File: src/rtl/xlat_pkg.sv
// Package: shared constants and the walk state type for the translation unit.
// Assumes 32-bit page table entries with the flag bits at the top.
package xlat_pkg;
    localparam int ENTRY_W     = 32;
    localparam int ENTRY_SHIFT = 2;   // 4-byte entries
    localparam int BIT_RES     = 31;
    localparam int BIT_SUP     = 30;
    localparam int BIT_RD      = 29;
    localparam int BIT_WR      = 28;
    localparam int FLAG_LSB    = 28;

    typedef enum logic [1:0] {
        ST_IDLE  = 2'd0,
        ST_FETCH = 2'd1,
        ST_WAIT  = 2'd2,
        ST_RESP  = 2'd3
    } walk_state_t;
endpackage

File: src/rtl/xlat_addr_gen.sv
// Module: splits a virtual address and forms the entry byte address.
// Assumes the scaled page number fits into MA_W bits.
module xlat_addr_gen #(
    parameter int VA_W = 32,
    parameter int PG_W = 12,
    parameter int MA_W = 32
) (
    input  logic [MA_W-1:0] base,
    input  logic [VA_W-1:0] vaddr,
    output logic [MA_W-1:0] entry_addr,
    output logic [PG_W-1:0] offset
);
    import xlat_pkg::*;
    localparam int VPN_W = VA_W - PG_W;
    localparam int SCL_W = VPN_W + ENTRY_SHIFT;

    logic [VPN_W-1:0] vpn;
    logic [SCL_W-1:0] scaled;

    // Split the address and scale the page number to a byte offset in the table.
    always_comb begin
        vpn        = vaddr[VA_W-1:PG_W];
        offset     = vaddr[PG_W-1:0];
        scaled     = {vpn, {ENTRY_SHIFT{1'b0}}};
        entry_addr = base + MA_W'(scaled);
    end
endmodule

File: src/rtl/xlat_perm_chk.sv
// Module: decodes a fetched entry and decides fault or physical address.
// Assumes the page number sits in the low PPN_W bits, below the flag field.
module xlat_perm_chk #(
    parameter int PG_W = 12,
    parameter int PA_W = 32
) (
    input  logic [31:0]     entry,
    input  logic            is_write,
    input  logic            is_user,
    input  logic [PG_W-1:0] offset,
    output logic [PA_W-1:0] paddr,
    output logic            page_fault,
    output logic            prot_fault
);
    import xlat_pkg::*;
    localparam int PPN_W = PA_W - PG_W;

    logic deny;

    // Residency first, then supervisor, write and read rights.
    always_comb begin
        deny       = (is_user && entry[BIT_SUP])
                   || (is_write && !entry[BIT_WR])
                   || (!is_write && !entry[BIT_RD]);
        page_fault = !entry[BIT_RES];
        prot_fault = entry[BIT_RES] && deny;
        if (page_fault || prot_fault) paddr = '0;
        else                          paddr = {entry[PPN_W-1:0], offset};
    end

    generate
        if (PPN_W < FLAG_LSB) begin : g_rsvd
            logic unused_rsvd;
            assign unused_rsvd = ^entry[FLAG_LSB-1:PPN_W];
        end
    endgenerate
endmodule

File: src/rtl/xlat_ctrl.sv
// Module: walk sequencer - accept, issue entry read, await entry, respond.
// Assumes the memory returns exactly one entry per accepted read.
module xlat_ctrl (
    input  logic clk,
    input  logic rst_n,
    input  logic req_valid,
    input  logic mem_req_ready,
    input  logic mem_resp_valid,
    output logic req_ready,
    output logic mem_req_valid,
    output logic accept,
    output logic load_result,
    output logic resp_valid
);
    import xlat_pkg::*;

    walk_state_t state_q, state_d;

    // Decode outputs and next state from the current walk phase.
    always_comb begin
        state_d       = state_q;
        req_ready     = (state_q == ST_IDLE);
        mem_req_valid = (state_q == ST_FETCH);
        resp_valid    = (state_q == ST_RESP);
        accept        = req_ready && req_valid;
        load_result   = (state_q == ST_WAIT) && mem_resp_valid;
        case (state_q)
            ST_IDLE:  if (req_valid)      state_d = ST_FETCH;
            ST_FETCH: if (mem_req_ready)  state_d = ST_WAIT;
            ST_WAIT:  if (mem_resp_valid) state_d = ST_RESP;
            default:                      state_d = ST_IDLE;
        endcase
    end

    // Advance the walk phase; reset returns to idle.
    always_ff @(posedge clk) begin
        if (!rst_n) state_q <= ST_IDLE;
        else        state_q <= state_d;
    end

    // a stalled entry read is not withdrawn
    a_r7_req_held: assert property (@(posedge clk) disable iff (!rst_n)
        mem_req_valid && !mem_req_ready |=> mem_req_valid);
    // no new request is taken while a read is outstanding
    a_r7_busy: assert property (@(posedge clk) disable iff (!rst_n)
        mem_req_valid |-> !req_ready);
    // the result is a single-cycle pulse
    a_r8_pulse: assert property (@(posedge clk) disable iff (!rst_n)
        resp_valid |=> !resp_valid);
    // a result follows the arrival of an entry
    a_r8_after_entry: assert property (@(posedge clk) disable iff (!rst_n)
        resp_valid |-> $past(mem_resp_valid));
endmodule

File: src/rtl/xlat_unit.sv
// Module: top of the single-level page-table translation unit.
// Assumes one request at a time and no backpressure on the result.
module xlat_unit #(
    parameter int VA_W = 32,
    parameter int PA_W = 32,
    parameter int PG_W = 12,
    parameter int MA_W = 32
) (
    input  logic            clk,
    input  logic            rst_n,
    input  logic            base_we,
    input  logic [MA_W-1:0] base_wdata,
    input  logic            req_valid,
    output logic            req_ready,
    input  logic [VA_W-1:0] req_vaddr,
    input  logic            req_is_write,
    input  logic            req_is_user,
    output logic            mem_req_valid,
    input  logic            mem_req_ready,
    output logic [MA_W-1:0] mem_req_addr,
    input  logic            mem_resp_valid,
    input  logic [31:0]     mem_resp_data,
    output logic            resp_valid,
    output logic [PA_W-1:0] resp_paddr,
    output logic            resp_page_fault,
    output logic            resp_prot_fault
);
    logic [MA_W-1:0] base_q, addr_c, addr_q;
    logic [PG_W-1:0] off_c, off_q;
    logic            wr_q, usr_q, accept, load_result;
    logic [PA_W-1:0] paddr_c, paddr_q;
    logic            pf_c, prf_c, pf_q, prf_q;

    xlat_ctrl u_ctrl (
        .clk(clk), .rst_n(rst_n), .req_valid(req_valid),
        .mem_req_ready(mem_req_ready), .mem_resp_valid(mem_resp_valid),
        .req_ready(req_ready), .mem_req_valid(mem_req_valid),
        .accept(accept), .load_result(load_result), .resp_valid(resp_valid)
    );

    xlat_addr_gen #(.VA_W(VA_W), .PG_W(PG_W), .MA_W(MA_W)) u_addr (
        .base(base_q), .vaddr(req_vaddr), .entry_addr(addr_c), .offset(off_c)
    );

    xlat_perm_chk #(.PG_W(PG_W), .PA_W(PA_W)) u_chk (
        .entry(mem_resp_data), .is_write(wr_q), .is_user(usr_q), .offset(off_q),
        .paddr(paddr_c), .page_fault(pf_c), .prot_fault(prf_c)
    );

    // Table base register, loaded through its own write port.
    always_ff @(posedge clk) begin
        if (!rst_n)       base_q <= '0;
        else if (base_we) base_q <= base_wdata;
    end

    // Capture the request and its entry address at acceptance.
    always_ff @(posedge clk) begin
        if (!rst_n) begin
            addr_q <= '0; off_q <= '0; wr_q <= 1'b0; usr_q <= 1'b0;
        end else if (accept) begin
            addr_q <= addr_c; off_q <= off_c;
            wr_q   <= req_is_write; usr_q <= req_is_user;
        end
    end

    // Register the checked result when the entry arrives.
    always_ff @(posedge clk) begin
        if (!rst_n) begin
            paddr_q <= '0; pf_q <= 1'b0; prf_q <= 1'b0;
        end else if (load_result) begin
            paddr_q <= paddr_c; pf_q <= pf_c; prf_q <= prf_c;
        end
    end

    assign mem_req_addr    = addr_q;
    assign resp_paddr      = paddr_q;
    assign resp_page_fault = pf_q;
    assign resp_prot_fault = prf_q;

    // entry address is stable while the read stalls
    a_r7_addr_stable: assert property (@(posedge clk) disable iff (!rst_n)
        mem_req_valid && !mem_req_ready |=> $stable(mem_req_addr));
    // the two fault kinds never appear together
    a_r3_one_fault: assert property (@(posedge clk) disable iff (!rst_n)
        resp_valid |-> !(resp_page_fault && resp_prot_fault));
    // a faulting result carries no address
    a_r3_no_addr: assert property (@(posedge clk) disable iff (!rst_n)
        resp_valid && (resp_page_fault || resp_prot_fault) |-> resp_paddr == '0);
endmodule

File: config.mk
export PLATFORM = sky130hd
export DESIGN_NAME = xlat_unit
export DESIGN_NICKNAME = d
export VERILOG_FILES = /design/src/rtl/xlat_pkg.sv /design/src/rtl/xlat_addr_gen.sv /design/src/rtl/xlat_perm_chk.sv /design/src/rtl/xlat_ctrl.sv /design/src/rtl/xlat_unit.sv
export SDC_FILE = /design/constraint.sdc
export NUM_CORES = 1
export LEC_CHECK = 0
export ABC_AREA = 1
export ABC_CLOCK_PERIOD_IN_PS = 2440
export BUFFER_PORTS_ARGS = -buffer_cell sky130_fd_sc_hd__buf_2
export CORE_UTILIZATION = 45
export DETAILED_ROUTE_END_ITERATION = 8
export PLACE_DENSITY_LB_ADDON = 0.08
export SYNTH_ARGS = -nofsm -noshare
export SYNTH_HDL_FRONTEND = slang
export SYNTH_HIERARCHICAL = 1
export SYNTH_SLANG_ARGS = --single-unit
File: constraint.sdc
create_clock -name clk -period 2.44 [get_ports clk]
set_input_delay 0.488 -clock clk [delete_from_list [all_inputs] [get_ports clk]]
set_output_delay 0.488 -clock clk [all_outputs]
set_load 0.01 [all_outputs]
# After elaboration in Yosys (flattened, before gate mapping)
# Cells that the tools add are included.
word_totals:
  regBits: 114
  inputBits: 104
  out_inout_bits: 69
  word_cells: 36
classes:
  add_sub_neg: 1
  n_eq_ne: 6
  n_reduce_logical: 15
  muxes: 5
ops:
  columns: ["cell", "count"]
  rows:
  - ["32-bit by 22-bit adder with 32-bit output", 1]
  - ["32-bit two-way mux", 1]
  - ["1-bit logical AND", 6]
  - ["2-bit two-way mux", 3]
  - ["2-bit case mux with 3 select lines", 1]
  - ["2-bit == test, second input constant", 2]
  - ["1-bit logical NOT", 4]
  - ["2-bit inequality test, second input constant", 2]
  - ["1-bit logical OR", 3]
  - ["3-bit AND reduction", 1]
  - ["2-bit by 1-bit == test with 1-bit output, second input constant", 1]
  - ["2-bit logical NOT", 1]
  - ["2-bit by 1-bit inequality test with 1-bit output, second input constant", 1]

# Logic depth before layout (Yosys ltp)
logic_depth:
  depth_word: 7
  depth_mapped: 16
  mapped_depth_nobuf: 16

# Hierarchy
# The synthesis kept the hierarchy.
modules_own_cells:
  columns: ["mod", "area_each_um2", "instances", "cells_per_inst", "seq_area_each_um2"]
  rows:
  - ["xlat_unit", 4561.9, 1, 709, 2242.2]
  - ["xlat_addr_gen", 2029.4, 1, 408, 0.0]
  - ["xlat_perm_chk", 396.6, 1, 75, 0.0]
  - ["xlat_ctrl", 195.2, 1, 30, 40.0]

# Worst setup path before layout
# Ideal clock, no wire load.
synth_path:
  path_kind: "in2reg"
  start: "input req_vaddr[12]"
  end: "register addr_q[16], in the netlist mem_req_addr[16]"
  stages: 15
  setup_slack_ns: 0.428
  t_arrival_ns: 1.949
  n_path_buf: 0
  setup_time_ns: 0.064
  required_ns: 2.376
  cell_sequence: "ha_1 -> inv_1 -> fa_1 -> inv_1 -> nand3_1 -> nand3_2 -> nand2_1 -> nand2_1 -> nand3_1 -> a21o_1 -> nand2_1 -> inv_1 -> nand2_1 -> nand2_1 -> nor2_1"
synth_via:
  elab_chain_cells: 1
synth_lines:
  columns: ["element", "line_no", "source"]
  rows:
  - ["start, declared", "xlat_unit.sv:15", "input logic [VA_W-1:0] req_vaddr,"]
  - ["32-bit by 22-bit adder with 32-bit output", "xlat_addr_gen.sv:25", "entry_addr = base + MA_W'(scaled);"]
  - ["net addr_c[16]", "xlat_unit.sv:28", "logic [MA_W-1:0] base_q, addr_c, addr_q;"]
  - ["end signal, assigned", "xlat_unit.sv:59", "addr_q <= '0; off_q <= '0; wr_q <= 1'b0; usr_q <= 1'b0;"]
  - ["end signal, assigned", "xlat_unit.sv:61", "addr_q <= addr_c; off_q <= off_c;"]
  - ["end, declared", "xlat_unit.sv:28", null]
# The timed path passes the listed nets, and every way through them passes these cells.
# A chain may end at the register's enable or synchronous reset.

# Final worst setup path
layout_path:
  start: "register base_q[2]"
  end: "register addr_q[16], in the netlist mem_req_addr[16]"
layout_via:
  elab_chain_cells: 1
layout_lines:
  columns: ["element", "line_no", "source"]
  rows:
  - ["start, declared", "xlat_unit.sv:28", null]
  - ["start signal, assigned", "xlat_unit.sv:53", "else if (base_we) base_q <= base_wdata;"]
  - ["32-bit by 22-bit adder with 32-bit output", "xlat_addr_gen.sv:25", null]
  - ["net addr_c[16]", "xlat_unit.sv:28", null]
# The timed path passes the listed nets, and every way through them passes these cells.

==> run summary <==
- completed — status
- 19.6% — total routing resource utilization after global routing
- 2.47 ns — signal arrival time at the worst endpoint
- 25800 um — wire length of the first global-routing pass
- flop — Critical Path End Type
- 0 — ANT nets after route
- 15600 um — overall routed net length
- 0.470 GHz — top achievable clock speed
- 6 — Yosys warning count
- 5.88 um^2 — per-instance average area after synthesis
- 45 — # rows
- 24.5% — GR met1 Demand/Resource
- 1684 — Layout fillers
- 0 — Final Max Slew Viols
- 0.888 — final RePlAce weighted congestion
- done — CTS tree
- 0 — endpoints failing hold
- 5 — number of iterations in the first detailed-routing pass
- 0.612 ns — transition time of the tightest slew-check pin
- met2 — layer with the highest usage
- nand2_1 — leading cell type in the layout, fill and taps excluded
- 6712 — vias post-DR
- flop to flop — worst setup path class
- 114 — FF+latch count, synth
- 0 — buffers inserted by post-CTS timing repair
- 821 nW/um^2 — total power density per cell area
- 0.524 mV — worst ir drop on vdd
- 17 — cts bufs inserted
- input port to flop — Min-Delay Path Class
- 29 — Yosys cell types
- 4.70% — GR met3 Demand/Resource
- 8020 um^2 — cell area reported after detailed placement
- 0.06 ns — clock-pin slew on the worst setup and hold paths
- 4 — crit-path max FO
- 0 — CTS resizes
- 20.1% — area delta synth->final
- fa_1 — highest-delay cell along the critical path
- 15400 um^2 — Core ar.
- 0 — Final Setup Violations
- 173 — IO Count
- no — RSZ-0062 raised after global routing
- 69 — largest net degree at the start of global routing
- 272 — Iteration-0 DRC Markers
- 31.8% — sequential cell area fraction in the yosys report
- 4.24 — Via density
- 46.7% — Initial Util
- 2.78 ns — data required time of the critical path
- flop — type of origin of the critical path
- 0.40 ns — Largest stage delay, worst path
- 3640 um^2 — combined area of the multi-input logic cells
- 164 — IO buf count
- 128 um — overall die width
- nand2_1 — crit-path most repeated cell
- nand2_1, nor2_1, inv_1 — leading cell types in the layout, fill and taps excluded
- 0 — initial antenna violation count
- 9.86 um — post-DR wirelength/cell
- 87.2% — final period utilization
- 128 um — die outline height
- 19.3% — fraction of layout instances using a drive strength above 1
- 59.2% — worst slew margin relative to its limit
- 114 — clock net sink count
- 0 — total overflow reported by the global router
- 5740 — vias in the first global route
- 0.353 ns — WHS
- 0 — maximum capacitance violations
- 16500 um^2 — Total Die Area
- 2280 um^2 — area of all sequential standard cells
- clkbuf_16 — root buffer selected by CTS
- 0.0136 ns — worst clock skew on the final layout
- 1488 — Net count, final
- 32.9% — met2 Use GR
- 2.13 ns — final critical delay including setup and external delays
- 2 — clock buffer depth
- 0 — cts hold-fix bufs
- 0 — count of inserted antenna diode cells
- ha_1 -> inv_1 -> fa_1 -> inv_1 -> nand3_1 -> nand3_2 -> nand2_1 -> nand2_1 -> nand3_1 -> a21o_1 -> nand2_1 -> inv_1 -> nand2_1 -> nand2_1 -> nor2_1 — ordered list of cells on the worst path
- 0 ns — Setup TNS Final
- 7180 um^2 — cell area after technology mapping
- 7080 uW — overall power of the completed layout
- 1222 — synthesized instance count
- 11700 um — detailed placer's ending HPWL
- 0 — post-route DRC violation count
- 0.42 ns — clock latency at the later pin of the worst-skew pair
- 0.00497 uW — Static Leak
- 4 — Clock H-tree levels
- 8630 um^2 — design area
- 1352 — net count after synthesis
==> report_power, final <==
group / internal [uW] / switching (uW) / leakage (uW)
Combinational: 817 / 1280 / 0.00374
Sequential: 2240 / 201 / 0.000940
Clock: 1610 / 920 / 0.000290
Total: 4670 / 2400 / 0.00497
==> final timing paths <==
kind,from,slack (ns),cells past startpoint,end
max,base_q[2],0.31,15,mem_req_addr[16]
max reg2reg,base_q[2],0.31,15,mem_req_addr[16]
min,base_wdata[17],0.35,5,base_q[17]
min reg2reg,resp_paddr[5],0.46,2,resp_paddr[5]
==> metal layers <==
metal  part of all wire (%)  vias to the layer above
met3                    4.0                       12
met4                    1.0                        0
li1                       -                     3777
met1                     50                     2785
met2                     45                      138
met5                      0                        -
==> synthesized netlist by cell type <==
cell | number | area share (%)
buf_1 | 3 | 0.16
buf_2 | 21 | 1.5
ha_1 | 25 | 4.4
a21oi_1 | 12 | 0.84
dfxtp_1 | 114 | 32
nor3_1 | 3 | 0.21
o21bai_1 | 1 | 0.10
xor2_1 | 12 | 1.5
a21o_1 | 1 | 0.10
nor2_2 | 40 | 3.5
inv_1 | 241 | 13
nor2_4 | 1 | 0.16
nand2_2 | 8 | 0.70
buf_4 | 24 | 2.5
nand3_2 | 5 | 0.70
xnor2_1 | 1 | 0.12
nand3_1 | 30 | 2.1
nor3_2 | 5 | 0.70
nor2_1 | 252 | 13
fa_1 | 1 | 0.28
buf_6 | 5 | 0.78
o21ai_0 | 2 | 0.14
nand3_4 | 1 | 0.24
o21ai_1 | 1 | 0.070
nand2_1 | 406 | 21
and2_1 | 1 | 0.087
nand4_1 | 4 | 0.35
nand3b_1 | 1 | 0.10
clkbuf_1 | 1 | 0.052
==> worst max-delay path, delay by kind of cell, from the launching register on <==
kind	cells	cell delay [ns]
AOI/OAI and AO/OA	1	0.17
adders and majority gates	2	0.61
buffers and inverters	3	0.21
DFF	1	0.33
and+or+nand+nor	9	0.73
==> flip-flops by register name, summed over array words and instances (netlist names) <==
| register | count |
|---|---|
| base_q | 32 |
| mem_req_addr | 32 |
| resp_paddr | 32 |
| off_q | 12 |
| u_ctrl/state_q | 2 |
| resp_page_fault | 1 |
| resp_prot_fault | 1 |
| usr_q | 1 |
| wr_q | 1 |
==> area by class of cell <==
type,count,share of cell area (%)
Multi-Input combinational cell,813,42.2
Sequential cell,114,26.5
Timing Repair Buffer,171,10.7
Inverter,241,10.5
Clock buffer,17,4.93
Tap cell,211,3.06
Clock inverter,15,2.13
==> kinds of logic after synthesis <==
family	count (synthesis)	synth area share (%)
and+or+nand+nor	757	43.2
DFF	114	31.8
buffers and inverters	295	17.6
adders and majority gates	26	4.63
AOI/OAI and AO/OA	17	1.25
xor gates and xnor gates	13	1.59
==> through the flow <==
step	utilization [%]	std cells	setup WS [ns]
after CTS	56.1	1582	0.322
after detailed placement	52.2	1550	0.127
final	56.1	1582	0.313
after global placement	52.2	1550	0.144
after floorplan	-	1222	0.428
after global routing	56.1	1582	0.105
(Power assumes the default switching activity.)
